<file path="src/rtl/vic_pkg.sv">
package vic_pkg;

    localparam int NLINE    = 32;
    localparam int LINE_W   = $clog2(NLINE);
    localparam int VEC_BASE = 32;
    localparam int ENT_MASK = 16;
    localparam int ENT_TRIG = 15;

    typedef enum logic [2:0] {
        A_SEL  = 3'd0,
        A_WIN  = 3'd1,
        A_TPR  = 3'd2,
        A_EOI  = 3'd3,
        A_ISR  = 3'd4,
        A_TLVT = 3'd5,
        A_TICR = 3'd6
    } reg_addr_e;

    typedef enum logic [1:0] {
        ST_IDLE   = 2'd0,
        ST_OFFER  = 2'd1,
        ST_SETTLE = 2'd2
    } dlv_state_e;

    // select value is a valid line index only with bits 0, 5 and 7 clear
    function automatic logic sel_valid(input logic [7:0] s);
        return (s[0] == 1'b0) && (s[5] == 1'b0) && (s[7] == 1'b0);
    endfunction

    function automatic logic [LINE_W-1:0] sel_line(input logic [7:0] s);
        return {s[6], s[4:1]};
    endfunction

endpackage

</file>
<file path="src/rtl/vic_regfile.sv">
module vic_regfile
    import vic_pkg::*;
#(
    parameter int TMR_W = 32,
    parameter int TPR_W = 8
) (
    input  logic              clk,
    input  logic              rst_n,
    input  logic [2:0]        addr,
    input  logic              wr,
    input  logic [31:0]       wdata,
    input  logic [NLINE-1:0]  isr,
    output logic [NLINE-1:0]  mask,
    output logic [NLINE-1:0]  trig,
    output logic [3:0]        tpr_class,
    output logic [3:0]        tmr_line,
    output logic              tmr_mask,
    output logic              icr_load,
    output logic [TMR_W-1:0]  icr_val,
    output logic              eoi_wr,
    output logic [31:0]       rdata
);

    logic [7:0]        sel_q;
    logic [TPR_W-1:0]  tpr_q;
    logic [3:0]        lvt_line_q;
    logic              lvt_mask_q;
    logic [TMR_W-1:0]  icr_q;
    logic              win_hit;
    logic [LINE_W-1:0] win_line;
    logic              win_wr;

    assign win_hit  = sel_valid(sel_q);
    assign win_line = sel_line(sel_q);
    assign win_wr   = wr && (addr == A_WIN) && win_hit;
    assign eoi_wr   = wr && (addr == A_EOI);
    assign icr_load = wr && (addr == A_TICR);
    assign icr_val  = wdata[TMR_W-1:0];

    always_ff @(posedge clk) begin
        if (!rst_n) begin
            sel_q      <= '0;
            tpr_q      <= '0;
            lvt_line_q <= '0;
            lvt_mask_q <= 1'b1;
            icr_q      <= '0;
        end else if (wr) begin
            if (addr == A_SEL)  sel_q <= wdata[7:0];
            if (addr == A_TPR)  tpr_q <= wdata[TPR_W-1:0];
            if (addr == A_TICR) icr_q <= wdata[TMR_W-1:0];
            if (addr == A_TLVT) begin
                lvt_mask_q <= wdata[ENT_MASK];
                lvt_line_q <= wdata[3:0];
            end
        end
    end

    for (genvar g = 0; g < NLINE; g++) begin : g_entry
        always_ff @(posedge clk) begin
            if (!rst_n) begin
                mask[g] <= 1'b1;
                trig[g] <= 1'b0;
            end else if (win_wr && (win_line == LINE_W'(g))) begin
                mask[g] <= wdata[ENT_MASK];
                trig[g] <= wdata[ENT_TRIG];
            end
        end
    end

    assign tpr_class = tpr_q[TPR_W-1 -: 4];
    assign tmr_line  = lvt_line_q;
    assign tmr_mask  = lvt_mask_q;

    always_comb begin
        rdata = '0;
        case (addr)
            A_SEL:  rdata = {24'b0, sel_q};
            A_WIN:  if (win_hit) begin
                        rdata[ENT_MASK] = mask[win_line];
                        rdata[ENT_TRIG] = trig[win_line];
                    end
            A_TPR:  rdata = 32'(tpr_q);
            A_ISR:  rdata = isr;
            A_TLVT: rdata = {15'b0, lvt_mask_q, 12'b0, lvt_line_q};
            A_TICR: rdata = 32'(icr_q);
            default: rdata = '0;
        endcase
    end

endmodule

</file>
<file path="src/rtl/vic_timer.sv">
module vic_timer #(
    parameter int TMR_W = 32
) (
    input  logic             clk,
    input  logic             rst_n,
    input  logic             load,
    input  logic [TMR_W-1:0] load_val,
    output logic             fire
);

    logic [TMR_W-1:0] cnt_q;

    always_ff @(posedge clk) begin
        if (!rst_n)              cnt_q <= '0;
        else if (load)           cnt_q <= load_val;
        else if (cnt_q != '0)    cnt_q <= cnt_q - TMR_W'(1);
    end

    assign fire = !load && (cnt_q == TMR_W'(1));

endmodule

</file>
<file path="src/rtl/vic_pending.sv">
module vic_pending
    import vic_pkg::*;
(
    input  logic              clk,
    input  logic              rst_n,
    input  logic [NLINE-1:0]  irq_in,
    input  logic [NLINE-1:0]  mask,
    input  logic [NLINE-1:0]  trig,
    input  logic              fire,
    input  logic              tmr_mask,
    input  logic [3:0]        tmr_line,
    input  logic              take,
    input  logic [LINE_W-1:0] take_line,
    output logic              tmr_pend,
    output logic [NLINE-1:0]  deliv
);

    logic [NLINE-1:0] prev_q;
    logic [NLINE-1:0] pend_q;
    logic             tpend_q;
    logic             tmr_taken;

    always_ff @(posedge clk) begin
        if (!rst_n) prev_q <= '0;
        else        prev_q <= irq_in;
    end

    for (genvar g = 0; g < NLINE; g++) begin : g_line
        always_ff @(posedge clk) begin
            if (!rst_n)
                pend_q[g] <= 1'b0;
            else if (trig[g])
                pend_q[g] <= irq_in[g] & ~mask[g];
            else
                pend_q[g] <= (pend_q[g] & ~(take && (take_line == LINE_W'(g))))
                           | (irq_in[g] & ~prev_q[g] & ~mask[g]);
        end
    end

    assign tmr_taken = take && (take_line == LINE_W'(tmr_line));

    always_ff @(posedge clk) begin
        if (!rst_n) tpend_q <= 1'b0;
        else        tpend_q <= (tpend_q & ~tmr_taken) | (fire & ~tmr_mask);
    end

    assign tmr_pend = tpend_q;
    assign deliv    = (pend_q & ~mask) | (tpend_q ? (NLINE'(1) << tmr_line) : '0);

endmodule

</file>
<file path="src/rtl/vic_arbiter.sv">
module vic_arbiter
    import vic_pkg::*;
(
    input  logic [NLINE-1:0]  deliv,
    input  logic [NLINE-1:0]  isr,
    input  logic [3:0]        tpr_class,
    output logic [LINE_W-1:0] best,
    output logic              ok,
    output logic [LINE_W-1:0] isr_top,
    output logic              isr_any
);

    logic       cand_any;
    logic [7:0] cand_vec;

    always_comb begin
        best     = '0;
        cand_any = 1'b0;
        isr_top  = '0;
        isr_any  = 1'b0;
        for (int i = 0; i < NLINE; i++) begin
            if (deliv[i]) begin
                best     = LINE_W'(i);
                cand_any = 1'b1;
            end
            if (isr[i]) begin
                isr_top = LINE_W'(i);
                isr_any = 1'b1;
            end
        end
    end

    assign cand_vec = 8'(VEC_BASE) + 8'(best);
    assign ok = cand_any && (isr_any ? (best > isr_top) : (cand_vec[7:4] > tpr_class));

endmodule

</file>
<file path="src/rtl/vic_ctrl.sv">
module vic_ctrl
    import vic_pkg::*;
#(
    parameter int TMR_W = 32,
    parameter int TPR_W = 8
) (
    input  logic        clk,
    input  logic        rst_n,
    input  logic [31:0] irq_in,
    input  logic [2:0]  bus_addr,
    input  logic        bus_wr,
    input  logic [31:0] bus_wdata,
    output logic [31:0] bus_rdata,
    output logic        irq_req,
    output logic [7:0]  irq_vec,
    input  logic        irq_ack
);

    dlv_state_e        state_q, state_d;
    logic [NLINE-1:0]  isr_q;
    logic [NLINE-1:0]  mask_w, trig_w, deliv_w;
    logic [3:0]        tpr_class_w, tmr_line_w;
    logic              tmr_mask_w, icr_load_w, eoi_w, fire_w, tmr_pend_w;
    logic [TMR_W-1:0]  icr_val_w;
    logic [LINE_W-1:0] best_w, isr_top_w;
    logic              ok_w, isr_any_w, take;

    vic_regfile #(.TMR_W(TMR_W), .TPR_W(TPR_W)) u_regs (
        .clk(clk), .rst_n(rst_n), .addr(bus_addr), .wr(bus_wr), .wdata(bus_wdata),
        .isr(isr_q), .mask(mask_w), .trig(trig_w), .tpr_class(tpr_class_w),
        .tmr_line(tmr_line_w), .tmr_mask(tmr_mask_w), .icr_load(icr_load_w),
        .icr_val(icr_val_w), .eoi_wr(eoi_w), .rdata(bus_rdata)
    );

    vic_timer #(.TMR_W(TMR_W)) u_tmr (
        .clk(clk), .rst_n(rst_n), .load(icr_load_w), .load_val(icr_val_w), .fire(fire_w)
    );

    vic_pending u_pend (
        .clk(clk), .rst_n(rst_n), .irq_in(irq_in), .mask(mask_w), .trig(trig_w),
        .fire(fire_w), .tmr_mask(tmr_mask_w), .tmr_line(tmr_line_w),
        .take(take), .take_line(best_w), .tmr_pend(tmr_pend_w), .deliv(deliv_w)
    );

    vic_arbiter u_arb (
        .deliv(deliv_w), .isr(isr_q), .tpr_class(tpr_class_w), .best(best_w),
        .ok(ok_w), .isr_top(isr_top_w), .isr_any(isr_any_w)
    );

    assign take = irq_req && irq_ack;

    // state register
    always_ff @(posedge clk) begin
        if (!rst_n) state_q <= ST_IDLE;
        else        state_q <= state_d;
    end

    // next state: arm, take, withdraw, rearm
    always_comb begin
        state_d = state_q;
        unique case (state_q)
            ST_IDLE:   if (ok_w) state_d = ST_OFFER;
            ST_OFFER:  if (take) state_d = ST_SETTLE;
                       else if (!ok_w) state_d = ST_IDLE;
            ST_SETTLE: state_d = ST_IDLE;
            default:   state_d = ST_IDLE;
        endcase
    end

    // outputs
    always_comb begin
        irq_req = (state_q == ST_OFFER) && ok_w;
        irq_vec = irq_req ? (8'(VEC_BASE) + 8'(best_w)) : 8'd0;
    end

    always_ff @(posedge clk) begin
        if (!rst_n) begin
            isr_q <= '0;
        end else begin
            isr_q <= (isr_q & ~((eoi_w && isr_any_w) ? (NLINE'(1) << isr_top_w) : '0))
                   | (take ? (NLINE'(1) << best_w) : '0);
        end
    end

endmodule

</file>
<file path="config.mk">
export PLATFORM = sky130hd
export DESIGN_NAME = vic_ctrl
export DESIGN_NICKNAME = d
export VERILOG_FILES = /design/src/rtl/vic_pkg.sv /design/src/rtl/vic_regfile.sv /design/src/rtl/vic_timer.sv /design/src/rtl/vic_pending.sv /design/src/rtl/vic_arbiter.sv /design/src/rtl/vic_ctrl.sv
export SDC_FILE = /design/constraint.sdc
export NUM_CORES = 1
export LEC_CHECK = 0
export ABC_AREA = 0
export BUFFER_PORTS_ARGS = -buffer_cell sky130_fd_sc_hd__clkbuf_2
export CORE_MARGIN = 2
export CORE_UTILIZATION = 60
export DETAILED_ROUTE_END_ITERATION = 7
export PLACE_DENSITY = 0.78
export SETUP_SLACK_MARGIN = 0.02
export SYNTH_ARGS = -nofsm -noshare
export SYNTH_HDL_FRONTEND = slang
export SYNTH_SLANG_ARGS = --single-unit
export TNS_END_PERCENT = 50
</file>
<file path="constraint.sdc">
create_clock -name clk -period 9.53 [get_ports clk]
set_clock_uncertainty 0.05 [all_clocks]
set_input_delay 0.4765 -clock clk [delete_from_list [all_inputs] [get_ports clk]]
set_output_delay 0.4765 -clock clk [all_outputs]
set_load 0.05 [all_outputs]
</file>
==> flow_summary_export.csv <==
group,metric,value,unit
synthesis,synth_edf_count,0,
clock_tree,htreeDepth,1,
floorplanning,initial_core_util,0.606,
setup_path,worstSetupEndpointType,"output pin",
setup_path,cp_cell_sequence,"nand3b_1 -> and3_1 -> a211o_1 -> a211oi_2 -> ha_1 -> nand4_1 -> mux2i_1 -> a21oi_1 -> a32oi_1 -> a211oi_1 -> nand2_1 -> nor2_1 -> clkbuf_2",
finish,drive_above_1_share,0.133,
synthesis,netlist_instances,1511,
grt,use_met3,0.0569,
synthesis,ys_seq_elements,248,
clock_tree,cts_resized,0,
grt,grt_use_met1,0.444,
synthesis,syn_area,12700,sq um
run_status,outcome,"finished, final reports clean",
finish,design_area,14200,sq um
drt,detail-route-antenna-nets,0,
finish,fin_cells,1862,
place,dp_hpwl,25400,um
grt,grt_overflow,0,
synthesis,synth_top_area_frac,0.392,
sta,period_share,0.544,
synthesis,ys.flop_type,"dfxtp_1",
grt,antenna_found_initial,0,
setup_path,start_kind,"register",
place,port_buffers,109,
drt,drc_errors,0,
sta,fmax,193,MHz
clock_tree,cts-root-buf,"clkbuf_16",
sta,final.setup.worst_slack,4.35,ns
finish,multi_input_area,7120,sq um
drt,vias,11500,
floorplanning,die_h,149,um
finish,num-fill-cells,1740,
power_and_ir_drop,total_power,2.67,mW
clock_tree,cts_setup_buffers,0,
synthesis,syn_avg_cell_area,8.38,sq um
clock_tree,clk_latency,0.54,ns
sta,whs,0.113,ns
finish,final_cell_mix,"dfxtp_1, nand2_1, o21ai_0",
sta,hold_viol,0,
drt,drtPass1Iterations,5,
clock_tree,clkTransAtPathRegs,0.06,ns
place,gp_congestion,0.926,
place,place_ws,5.07,ns
floorplanning,coreArea,20900,sq um
setup_path,max_stage_delay,0.69,ns
power_and_ir_drop,power_leakage,5.21,nW
power_and_ir_drop,p_per_area,188,nW/um^2
sta,slew_headroom,0.285,
place,place_inst,1816,
grt,grt_max_degree,172,
place,placed_cell_area,13300,sq um
clock_tree,postCtsHoldBufs,0,
floorplanning,ios,112,
flow_run,drv_cap,0,
setup_path,cp_max_fo,15,
synthesis,yosys_warnings,0,
finish,area_growth,11.8,%
synthesis,synth_top_cell_by_area,"dfxtp_1",
sta,worst_pin_slew,1.07,ns
finish,final_common_cell,"dfxtp_1",
grt,grtUsageMet2,0.490,
synthesis,synthTopCellsByArea,"dfxtp_1, nand2_1, o21ai_0",
finish,n_antenna_cell,0,
clock_tree,clockBufferDepth,3,
clock_tree,cts_made_buffers,26,
synthesis,ys_seq_area_frac,0.392,
sta,setup_tns,0,ns
setup_path,cpMaxStageDelayCell,"dfxtp_1",
floorplanning,die_w,149,um
floorplanning,rows,53,
clock_tree,clock-sinks,248,
setup_path,cp.arrival,4.66,ns
drt,totalWireLength,35900,um
grt,top_usage_layer,"met2",
clock_tree,tritoncts,"yes",
grt,track_usage,0.317,
finish,fin_util,0.678,
drt,wl_per_cell,19.3,um
setup_path,required,9.00,ns
sta,setup_violations,0,
drt,drtIter0Drc,1076,
finish,seqCellArea,4960,sq um
power_and_ir_drop,ir_worst_vdd,0.163,mV
sta,period_needed,5.18,ns
sta,slew_viol_final,0,
drt,vias_per_cell,6.19,
grt,grt_pass1_vias,10700,
grt,grt_pass1_wl,56100,um
finish,final_nets,1648,
synthesis,yosys.cell_types.count,75,
min_path,hp-class,"primary input to register",
sta,rsz0062_at_grt,"no",
floorplanning,dieArea,22300,sq um
setup_path,crit_type,"register to output pin",
synthesis,async_flop_share,0,
==> cell usage after synthesis, drive strengths merged (17+ instances only) <==
master and count:
mux4 24, mux2i 49, nor4 23, dfxtp 248
o21ai 114, o22ai 17, nor2 108, and2 47
nand3 40, nand2b 33, nor2b 46, nor3 25
a21oi 38, o21a 39, nand3b 22, a22o 28
inv 52, a21boi 74, nand2 206, clkbuf 76
==> worst max-delay path, delay by kind of cell (launching register included) <==
| family | cells | cell delay (ns) |
|---|---|---|
| simple gates | 5 | 0.88 |
| flops | 1 | 0.69 |
| mux | 1 | 0.07 |
| compound gates | 5 | 1.80 |
| buf+inv | 1 | 0.29 |
| fa+ha+maj | 1 | 0.38 |
==> power breakdown <==
part           switching, mW  leakage (nW)  total [mW]  internal (mW)
clock network          0.421         0.435        1.06          0.638
logic                  0.254          2.77       0.449          0.195
registers             0.0585          2.01        1.16           1.10
==> area by class of cell <==
| class | instances | area share |
|---|---|---|
| Clock buffer | 38 | 0.0542 |
| Timing Repair Buffer | 121 | 0.0453 |
| Clock inverter | 8 | 0.00884 |
| Inverter | 52 | 0.0138 |
| Tap cell | 275 | 0.0243 |
| Sequential cell | 248 | 0.351 |
| Multi-Input combinational cell | 1120 | 0.503 |
==> per-layer routing <==
layer | share of wire | vias up
met1 | 0.44 | 5459
met5 | 0 | -
met4 | 0.037 | 0
met3 | 0.084 | 94
met2 | 0.44 | 510
li1 | - | 5458
==> sequential cells by signal, summed over array words and instances (netlist names) <==
register,cells
isr_q,32
u_pend.pend_q,32
u_pend.prev_q,32
u_regs.icr_q,32
u_regs.mask,32
u_regs.trig,32
u_tmr.cnt_q,32
u_regs.sel_q,8
u_regs.tpr_q,8
u_regs.tmr_line,4
state_q,2
u_pend.tmr_pend,1
u_regs.tmr_mask,1
==> final timing paths <==
| check | start | end | slack, ns | cells past startpoint |
|---|---|---|---|---|
| max | u_regs.tmr_line[2]$_SDFFE_PN0P_ | irq_vec[3] | 4.35 | 13 |
| min | irq_in[30] | u_pend.prev_q[30]$_SDFF_PN0_ | 0.11 | 2 |
| min reg2reg | u_pend.pend_q[27]$_SDFF_PN0_ | u_pend.pend_q[27]$_SDFF_PN0_ | 0.41 | 2 |
| max reg2reg | u_regs.tmr_line[2]$_SDFFE_PN0P_ | u_pend.pend_q[4]$_SDFF_PN0_ | 5.13 | 13 |
==> cells by family after synthesis <==
family          count (synthesis)  synth area share
simple gates                  623             0.249
compound gates                383             0.201
xor+xnor                       31            0.0214
other cells                     1          0.000296
buf+inv                       144            0.0465
mux                            73            0.0814
flops                         248             0.392
fa+ha+maj                       8           0.00791
(Power assumes the default switching activity.)
